--- config.mk ---
export PLATFORM = sky130hd
export DESIGN_NAME = i2c_dual_bank_slave
export DESIGN_NICKNAME = d
export VERILOG_FILES = /design/src/rtl/i2c_rs_pkg.sv /design/src/rtl/i2c_bus_sync.sv /design/src/rtl/i2c_word_ptr.sv /design/src/rtl/i2c_slave_ctrl.sv /design/src/rtl/i2c_dual_bank_slave.sv
export SDC_FILE = /design/constraint.sdc
export NUM_CORES = 1
export LEC_CHECK = 0
export ABC_CLOCK_PERIOD_IN_PS = 1900
export BUFFER_PORTS_ARGS = -buffer_cell sky130_fd_sc_hd__buf_2
export CAP_MARGIN = 15
export CELL_PAD_IN_SITES_DETAIL_PLACEMENT = 0
export CELL_PAD_IN_SITES_GLOBAL_PLACEMENT = 2
export CORE_MARGIN = 2
export CORE_UTILIZATION = 33
export CTS_CLUSTER_DIAMETER = 150
export DETAILED_ROUTE_END_ITERATION = 6
export GPL_ROUTABILITY_DRIVEN = 0
export PLACE_DENSITY_LB_ADDON = 0.25
export SYNTH_ARGS = -nofsm -noshare
export SYNTH_HDL_FRONTEND = slang
export SYNTH_HIERARCHICAL = 1
export SYNTH_SLANG_ARGS = --single-unit
--- constraint.sdc ---
create_clock -name clk -period 1.9 [get_ports clk]
set_input_delay 0 -clock clk [delete_from_list [all_inputs] [get_ports clk]]
set_output_delay 0 -clock clk [all_outputs]
set_load 0.05 [all_outputs]
--- src/rtl/i2c_rs_pkg.sv ---
package i2c_rs_pkg;
  localparam int BYTE = 8;

  typedef enum logic [3:0] {
    ST_IDLE,
    ST_SKIP,
    ST_DEV,
    ST_DEV_ACK,
    ST_ADDR,
    ST_ADDR_ACK,
    ST_WDAT,
    ST_WDAT_ACK,
    ST_TX,
    ST_TX_ACK
  } ctl_state_t;

  localparam logic BANK_CTRL = 1'b0;
  localparam logic BANK_STORE = 1'b1;
endpackage

--- src/rtl/i2c_bus_sync.sv ---
module i2c_bus_sync #(
  parameter int STAGES = 2
) (
  input  logic clk,
  input  logic rst,
  input  logic scl_i,
  input  logic sda_i,
  output logic scl_s,
  output logic sda_s,
  output logic scl_rise,
  output logic scl_fall,
  output logic start_det,
  output logic stop_det
);
  logic [STAGES-1:0] scl_ff, sda_ff;
  logic scl_d, sda_d;

  always_ff @(posedge clk) begin
    if (rst) begin
      scl_ff <= '1;
      sda_ff <= '1;
      scl_d  <= 1'b1;
      sda_d  <= 1'b1;
    end else begin
      scl_ff <= {scl_ff[STAGES-2:0], scl_i};
      sda_ff <= {sda_ff[STAGES-2:0], sda_i};
      scl_d  <= scl_ff[STAGES-1];
      sda_d  <= sda_ff[STAGES-1];
    end
  end

  assign scl_s     = scl_ff[STAGES-1];
  assign sda_s     = sda_ff[STAGES-1];
  assign scl_rise  = scl_s & ~scl_d;
  assign scl_fall  = ~scl_s & scl_d;
  assign start_det = scl_s & scl_d & sda_d & ~sda_s;
  assign stop_det  = scl_s & scl_d & ~sda_d & sda_s;
endmodule

--- src/rtl/i2c_word_ptr.sv ---
module i2c_word_ptr #(
  parameter int          AW   = 8,
  parameter logic [AW-1:0] LAST = 8'h2F
) (
  input  logic          clk,
  input  logic          rst,
  input  logic          load,
  input  logic [AW-1:0] load_val,
  input  logic          inc,
  output logic [AW-1:0] ptr
);
  always_ff @(posedge clk) begin
    if (rst)       ptr <= '0;
    else if (load) ptr <= load_val;
    else if (inc)  ptr <= (ptr == LAST) ? '0 : ptr + 1'b1;
  end
endmodule

--- src/rtl/i2c_slave_ctrl.sv ---
module i2c_slave_ctrl
  import i2c_rs_pkg::*;
#(
  parameter int         AW      = 8,
  parameter logic [6:0] CTRL_ID = 7'b1101111,
  parameter logic [6:0] STORE_ID = 7'b1010111
) (
  input  logic            clk,
  input  logic            rst,
  input  logic            batt,
  input  logic            sda_s,
  input  logic            scl_rise,
  input  logic            scl_fall,
  input  logic            start_det,
  input  logic            stop_det,
  input  logic [AW-1:0]   ptr,
  output logic            ptr_load,
  output logic [AW-1:0]   ptr_val,
  output logic            ptr_inc,
  output logic            sda_oe,
  output logic [AW-1:0]   rf_addr,
  output logic            rf_bank,
  output logic            rf_rd,
  output logic            rf_wr,
  output logic [BYTE-1:0] rf_wdata,
  input  logic [BYTE-1:0] rf_rdata
);
  localparam int CW = $clog2(BYTE + 1);
  localparam logic [CW-1:0] LAST_BIT = CW'(BYTE - 1);
  localparam logic [CW-1:0] ALL_BITS = CW'(BYTE);

  ctl_state_t      state;
  logic [CW-1:0]   bitcnt;
  logic [BYTE-2:0] rx_sh;
  logic [BYTE-1:0] tx_sh;
  logic [BYTE-1:0] rx_byte;
  logic            hdr_valid, hdr_bank, cur_rw, ack_on, tx_more, rd_pend;
  logic            dev_hit, byte_bank, bank_clash;

  assign rx_byte    = {rx_sh, sda_s};
  assign byte_bank  = (rx_byte[7:1] == STORE_ID);
  assign dev_hit    = (rx_byte[7:1] == STORE_ID) || (rx_byte[7:1] == CTRL_ID);
  assign bank_clash = rx_byte[0] && hdr_valid && (hdr_bank != byte_bank);

  always_ff @(posedge clk) begin
    if (rst) begin
      state <= ST_IDLE;   bitcnt <= '0;     rx_sh <= '0;     tx_sh <= '0;
      hdr_valid <= 1'b0;  hdr_bank <= BANK_CTRL; cur_rw <= 1'b0;
      ack_on <= 1'b0;     tx_more <= 1'b0;  rd_pend <= 1'b0;
      sda_oe <= 1'b0;     rf_addr <= '0;    rf_bank <= BANK_CTRL;
      rf_rd <= 1'b0;      rf_wr <= 1'b0;    rf_wdata <= '0;
      ptr_load <= 1'b0;   ptr_val <= '0;    ptr_inc <= 1'b0;
    end else begin
      rf_rd    <= 1'b0;
      rf_wr    <= 1'b0;
      ptr_load <= 1'b0;
      ptr_inc  <= 1'b0;
      rd_pend  <= rf_rd;
      if (rd_pend) tx_sh <= rf_rdata;
      if (batt) begin
        state <= ST_IDLE; sda_oe <= 1'b0; ack_on <= 1'b0; hdr_valid <= 1'b0;
      end else if (start_det) begin
        state <= ST_DEV; bitcnt <= '0; sda_oe <= 1'b0; ack_on <= 1'b0;
      end else if (stop_det) begin
        state <= ST_IDLE; sda_oe <= 1'b0; ack_on <= 1'b0; hdr_valid <= 1'b0;
      end else begin
        case (state)
          ST_DEV, ST_ADDR, ST_WDAT: if (scl_rise) begin
            rx_sh  <= rx_byte[BYTE-2:0];
            bitcnt <= bitcnt + 1'b1;
            if (bitcnt == LAST_BIT) begin
              bitcnt <= '0;
              if (state == ST_DEV) begin
                if (dev_hit && !bank_clash) begin
                  state   <= ST_DEV_ACK;
                  cur_rw  <= rx_byte[0];
                  rf_bank <= byte_bank;
                  if (rx_byte[0]) begin
                    rf_rd     <= 1'b1;
                    rf_addr   <= ptr;
                    ptr_inc   <= 1'b1;
                    hdr_valid <= 1'b0;
                  end else begin
                    hdr_valid <= 1'b1;
                    hdr_bank  <= byte_bank;
                  end
                end else begin
                  state <= ST_SKIP;
                end
              end else if (state == ST_ADDR) begin
                ptr_load <= 1'b1;
                ptr_val  <= rx_byte[AW-1:0];
                state    <= ST_ADDR_ACK;
              end else begin
                rf_wr     <= 1'b1;
                rf_addr   <= ptr;
                rf_wdata  <= rx_byte;
                hdr_valid <= 1'b0;
                state     <= ST_WDAT_ACK;
              end
            end
          end
          ST_DEV_ACK, ST_ADDR_ACK, ST_WDAT_ACK: if (scl_fall) begin
            if (!ack_on) begin
              sda_oe <= 1'b1;
              ack_on <= 1'b1;
            end else begin
              ack_on <= 1'b0;
              sda_oe <= 1'b0;
              bitcnt <= '0;
              if (state == ST_ADDR_ACK)      state <= ST_WDAT;
              else if (state == ST_WDAT_ACK) state <= ST_SKIP;
              else if (!cur_rw)              state <= ST_ADDR;
              else begin
                state  <= ST_TX;
                sda_oe <= ~tx_sh[BYTE-1];
                tx_sh  <= {tx_sh[BYTE-2:0], 1'b0};
              end
            end
          end
          ST_TX: begin
            if (scl_rise) bitcnt <= bitcnt + 1'b1;
            else if (scl_fall) begin
              if (bitcnt == ALL_BITS) begin
                sda_oe  <= 1'b0;
                tx_more <= 1'b0;
                state   <= ST_TX_ACK;
              end else begin
                sda_oe <= ~tx_sh[BYTE-1];
                tx_sh  <= {tx_sh[BYTE-2:0], 1'b0};
              end
            end
          end
          ST_TX_ACK: begin
            if (scl_rise) begin
              if (!sda_s) begin
                rf_rd   <= 1'b1;
                rf_addr <= ptr;
                ptr_inc <= 1'b1;
                tx_more <= 1'b1;
              end else begin
                state <= ST_SKIP;
              end
            end else if (scl_fall && tx_more) begin
              tx_more <= 1'b0;
              bitcnt  <= '0;
              state   <= ST_TX;
              sda_oe  <= ~tx_sh[BYTE-1];
              tx_sh   <= {tx_sh[BYTE-2:0], 1'b0};
            end
          end
          default: ;
        endcase
      end
    end
  end
endmodule

--- src/rtl/i2c_dual_bank_slave.sv ---
module i2c_dual_bank_slave
  import i2c_rs_pkg::*;
#(
  parameter int            AW          = 8,
  parameter int            SYNC_STAGES = 2,
  parameter logic [6:0]    CTRL_ID     = 7'b1101111,
  parameter logic [6:0]    STORE_ID    = 7'b1010111,
  parameter logic [AW-1:0] PTR_LAST    = 8'h2F
) (
  input  logic            clk,
  input  logic            rst,
  input  logic            batt_backup,
  input  logic            scl_i,
  input  logic            sda_i,
  output logic            sda_oe,
  output logic [AW-1:0]   rf_addr,
  output logic            rf_bank,
  output logic            rf_rd,
  output logic            rf_wr,
  output logic [BYTE-1:0] rf_wdata,
  input  logic [BYTE-1:0] rf_rdata
);
  logic scl_s, sda_s, scl_rise, scl_fall, start_det, stop_det;
  logic ptr_load, ptr_inc;
  logic [AW-1:0] ptr_val, ptr_q;

  i2c_bus_sync #(.STAGES(SYNC_STAGES)) u_sync (
    .clk(clk), .rst(rst), .scl_i(scl_i), .sda_i(sda_i),
    .scl_s(scl_s), .sda_s(sda_s), .scl_rise(scl_rise), .scl_fall(scl_fall),
    .start_det(start_det), .stop_det(stop_det)
  );

  i2c_word_ptr #(.AW(AW), .LAST(PTR_LAST)) u_ptr (
    .clk(clk), .rst(rst), .load(ptr_load), .load_val(ptr_val),
    .inc(ptr_inc), .ptr(ptr_q)
  );

  i2c_slave_ctrl #(.AW(AW), .CTRL_ID(CTRL_ID), .STORE_ID(STORE_ID)) u_ctrl (
    .clk(clk), .rst(rst), .batt(batt_backup), .sda_s(sda_s),
    .scl_rise(scl_rise), .scl_fall(scl_fall), .start_det(start_det),
    .stop_det(stop_det), .ptr(ptr_q), .ptr_load(ptr_load), .ptr_val(ptr_val),
    .ptr_inc(ptr_inc), .sda_oe(sda_oe), .rf_addr(rf_addr), .rf_bank(rf_bank),
    .rf_rd(rf_rd), .rf_wr(rf_wr), .rf_wdata(rf_wdata), .rf_rdata(rf_rdata)
  );
endmodule

* Word level (Yosys, flattened, before mapping)
Cells that the tools add are included. W data, S select, Z words.
Word-level totals: register bits 72, bits in latches 0, memory bits (writable) 0, bits in read-only memories 0, input port bits 13, memories 0
Cells by class: $add $sub $neg 2, $mul 0, div/mod/pow operators 0, order comparisons 0, eq/ne operators 49, shift operators 0, multiplexer cells 92, bitwise operators 20, reduce and logical (&&, ||, !) cells 34
Operators by type and width (number):
- $mux W8 | 25
- $mux W4 | 23
- $mux W1 | 33
- $pmux W4 S4 | 2
- $reduce_and A9 Y1 | 3
- $ne A3 B3 Y1 const B | 8
- $pmux W8 S3 | 1
- $reduce_and A8 Y1 | 3
- $eq A4 B3 Y1 const B | 5
- $ne A4 B3 Y1 const B | 5
- $reduce_and A10 Y1 | 2
- $ne A3 B2 Y1 const B | 6
- $pmux W8 S2 | 1
- $eq A7 B7 Y1 const B | 2
- $not A1 Y1 | 13
- $eq A4 B4 Y1 const B | 3
- $ne A2 B1 Y1 const B | 6
- $ne A2 B2 Y1 const B | 6
- $reduce_and A6 Y1 | 2
- $reduce_bool A2 Y1 | 6
- $reduce_and A11 Y1 | 1
- $add A8 B1 Y8 const B | 1
- $eq A4 B2 Y1 const B | 2
- $eq A8 B6 Y1 const B | 1
- 22 further kinds | 37

* Depth between registers and ports, before layout
depth in word-level cells 12, gate-level depth with buffers 8

* Cells and area by module
Netlist, hierarchy kept.
Modules (own cells, without submodules):
- i2c_slave_ctrl | instances 1, cells an instance 304, area an instance 2835.2 um^2
- i2c_word_ptr | instances 1, cells an instance 59, area an instance 498.0 um^2
- i2c_bus_sync | instances 1, cells an instance 16, area an instance 190.2 um^2

* Worst setup path before layout
Ideal clock, no wire load.
path kind register -> register, start register u_sync.sda_ff[1], end register u_ctrl.ptr_val[3], library setup time 0.128 ns, data arrival time 1.826 ns, data required time 1.772 ns, setup slack -0.054 ns, stages on the path, launching flop included 8, path through dfxtp_1 and4b_1 nor3_2 nand4_1 or3_1 clkbuf_1 mux2i_1 nor2_1
Between the ends: longest elaborated chain between the ends 4, elaborated cells between the ends (all ways) 6, those cells by class bitwise: 5; reduce/logical: 1
Ends and longest elaborated chain:
- from (decl) | line i2c_bus_sync.sv:15 | logic [STAGES-1:0] scl_ff, sda_ff;
- from (signal assigned) | line i2c_bus_sync.sv:26 | sda_ff <= {sda_ff[STAGES-2:0], sda_i};
- $not A1 Y1 (no line)
- $and A1 B1 Y1 | line i2c_bus_sync.sv:36 | assign start_det = scl_s & scl_d & sda_d & ~sda_s;
- via start_det | line i2c_dual_bank_slave.sv:23 | logic scl_s, sda_s, scl_rise, scl_fall, start_det, stop_det;
- $not A1 Y1 (no line)
- $reduce_and A8 Y1 (no line)
- to (signal assigned) | line i2c_slave_ctrl.sv:92 | ptr_val <= rx_byte[AW-1:0];
- to (decl) | line i2c_slave_ctrl.sv:18 | output logic [AW-1:0] ptr_val,
The timed path passes the listed nets, and every way through them passes these cells. A chain may end at the register's enable or synchronous reset.

* Final worst setup path
start register u_sync.scl_ff[1], end register u_ctrl.rf_addr[4]
Between the ends: longest elaborated chain between the ends 5, elaborated cells between the ends (all ways) 11, those cells by class eq/ne: 2; bitwise: 8; reduce/logical: 1
Ends and longest elaborated chain:
- from (decl) | line i2c_bus_sync.sv:15
- from (signal assigned) | line i2c_bus_sync.sv:25 | scl_ff <= {scl_ff[STAGES-2:0], scl_i};
- $and A1 B1 Y1 (3 in series) | line i2c_bus_sync.sv:37 | assign stop_det = scl_s & scl_d & ~sda_d & sda_s;
- via stop_det | line i2c_dual_bank_slave.sv:23
- $not A1 Y1 (no line)
- $reduce_and A11 Y1 (no line)
- to (signal assigned) | line i2c_slave_ctrl.sv:80 | rf_addr <= ptr;
- to (signal assigned) | line i2c_slave_ctrl.sv:96 | rf_addr <= ptr;
- to (signal assigned) | line i2c_slave_ctrl.sv:138 | rf_addr <= ptr;
- to (decl) | line i2c_slave_ctrl.sv:21 | output logic [AW-1:0] rf_addr,
The timed path passes the listed nets, and every way through them passes these cells.

==> metrics <==
run status=finished, final reports clean; worst hold margin=0.0232 ns; input/output buffers=32; fmax=0.551 GHz; static leakage=1.75 nW; #FFs+latches synth=72; pin count of the biggest net entering global routing=25; DRT Pass-1 Iters=6; TritonCTS buffer count=9; layout cells sized above 1=30.4%; Vias/cell=5.02; CTS sink count=72; die width=107 um; Top FF cell, synth=dfxtp_1; library cells used by synthesis=73; global route overflow=0; Die Y=107 um; Sw Pwr=0.000717 W; max-cap viol count=0; fin. max-slew vios=0; CTS tree=done; # IOs=33; most numerous cell in the Yosys netlist=dfxtp_1; first-pass GRT wire length=14.1 mm; Ant. Diodes=0; P_int=0.00234 W; die area=11500 sq um; CP Cell Sequence=and4b_2 > nor3_4 > buf_6 > inv_1 > a2111oi_4 > buf_12 > mux2i_1 > nor2_1; Final Cell Area=4520 sq um; crit path kind=flip-flop to flip-flop; total area of sequential cells=1450 sq um; crit path DAT=2.06 ns; crit start category=flip-flop; synth cell count leaders=dfxtp_1 (72), nor2_1 (49), mux2i_1 (45); Final min period=1.82 ns; Post-synth EDFFs=0; Syn Inst Count=379; reg2reg setup slack=0.08 ns; final setup vio count=0; Fillers=1036; period utilization=95.6%; cell area power density=676 nW/um^2; Iter 0 DRT Violations=138; asr flop ratio synth=0%; Final Net Count=468; Gate power share=5.7%; Max Clock Skew=0.0112 ns; Core ar.=10300 sq um; Fin. Hold Viols=0; initial antenna violation count=0; drt drc=0; worst-margin pin slew=0.460 ns; setup ws final=0.0842 ns; Final ANT Viol Nets=0; routed wire length=8.65 mm; Skew-Pair Late Insertion Delay=0.35 ns; Clock Tree Buf Depth=2; CTS clk-pin slew, worst paths=0.09 ns; Rel. slew slack=69.3%; Mapped Area=3520 sq um; num rows=37; vias in the first global route=2779; RSZ-0062 raised after global routing=yes; worst stage delay on the critical path=0.35 ns; Yosys warning total=6; Synth top area share=40.9%; pre-CTS WS=0.00484 ns; H-tree depth=3; drt wl/cell=14.6 um; Flop pwr share=49.8%; Req. time, crit path=2.14 ns; Synth area leader=dfxtp_1; HP Class=input port to flip-flop; critical path fanouts, max=8; Mapped Avg Cell Area=9.30 sq um; Crit. End Element=flip-flop; via count=2974; VDD IR max=0.000366 V; post-synthesis net count=395; Area after DPL=4120 sq um; register area share after synthesis=40.9%; Sw Share=23.4%; Root Buffer=clkbuf_8; Multi-input gate area=2020 sq um; top post-synthesis cells by area=dfxtp_1 (41%), mux2i_1 (13%), nor2_1 (5.2%); Detailed Place HPWL=6.04 mm; GRT Total Usage=15.5%; slowest library cell on the worst path=dfxtp_2; Clock power frac=44.5%; Pwr Total=0.00306 W; P&R area growth vs syn=28.4%; Initial Util=34.1%
## layer usage
metal	wire length [um]	GRT usage, %	vias to the layer above	part of all wire, %
met5	0	0	-	0
met4	134	5.49	0	1.5
met3	397	3.09	13	4.6
met2	3700	22.2	65	43
met1	4420	22.9	1377	51
li1	-	-	1519	-
## layout by cell type (no fill, tap or decap), drive strengths merged, types with 3 or more instances in the layout
master,count
ha,3
nand4,3
inv,16
a32oi,4
or2,7
mux2i,45
a21oi,13
buf,81
nor2,50
o211ai,3
and2,4
nand2,17
nand2b,3
nor2b,7
o311a,7
dlygate4sd3,3
clkbuf,10
a311oi,3
nor4,4
nor3,9
or3,7
nor3b,5
o21ai,22
xnor2,3
a211oi,5
nand3,6
dfxtp,72
## kinds of logic (layout without fill, tap and decap cells)
kind of cell / Yosys count / count (layout) / share of synthesized area, %
AOI/OAI and AO/OA: 78 / 78 / 16.5
xor gates and xnor gates: 5 / 5 / 1.24
adders and majority gates: 3 / 3 / 1.07
buffers and inverters: 36 / 114 / 4.47
DFF: 72 / 72 / 40.9
muxes: 45 / 45 / 12.8
and+or+nand+nor: 140 / 140 / 23.0
## registers in the layout, indices dropped and copies added (netlist names), 2 cells and up
name,count
u_ctrl/rf_wdata,8
u_ctrl/bitcnt,4
u_ctrl/tx_sh,8
u_ctrl/rx_sh,7
u_sync/scl_ff,2
u_ptr/ptr,8
u_ctrl/state,4
u_ctrl/ptr_val,8
u_ctrl/rf_addr,8
u_sync/sda_ff,2
## path summary, 6_finish.rpt
kind | startpoint | end | cells after the start
min reg2reg | u_sync/scl_ff[0] | u_sync/scl_ff[1] | 1
max | u_sync/scl_ff[1] | u_ctrl/rf_addr[4] | 8
min | rf_rdata[6] | u_ctrl/tx_sh[6] | 4
max reg2reg | u_sync/scl_ff[1] | u_ctrl/rf_addr[4] | 8
## stage by stage
stage          setup TNS, ns  utilization [%]  cells
6_report                   0             43.8    593
5_1_grt               -0.150             43.8    593
4_1_cts                    0             42.5    590
3_5_place_dp               0             39.9    570
3_3_place_gp               0             39.9    570
2_1_floorplan              0                -    379
## power groups by stage
| stage | logic [W] | registers, W | clock network (W) |
|---|---|---|---|
| 2_1_floorplan | 0.0000873 | 0.00156 | 0 |
| 3_3_place_gp | 0.000154 | 0.00156 | 0 |
| 3_5_place_dp | 0.000152 | 0.00156 | 0 |
| 4_1_cts | 0.000158 | 0.00152 | 0.00141 |
| 5_1_grt | 0.000193 | 0.00152 | 0.00148 |
| 6_report | 0.000175 | 0.00152 | 0.00136 |
## area by class of cell
cell class                 instances  share of cell area (%)
clock buffer                      10                    2.82
clock inverter                     6                    1.99
inverter                          14                    1.27
multi-input combinational        271                    44.7
sequential                        72                    32.1
tap                              136                    3.76
timing repair buffer              84                    13.4
## what timing repair did
item | in CTS | in global routing
gates resized for setup | 3 | 39
cloned | 1 | 0
buffers inserted | 0 | 3
hold buffers | 3 | 0
pin swaps | 0 | 9
setup endpoints to repair | 1 | 41
endpoints found under the hold margin | 3 | 0
## critical path: cells and delay by family (launching register included)
family                 cells  cell delay [ns]
AND/OR/NAND/NOR            3             0.52
buffers and inverters      3             0.37
flip-flops                 1             0.35
AO/OA/AOI/OAI              1             0.27
multiplexers               1             0.20
No activity file was read; power rests on OpenSTA's default activity.
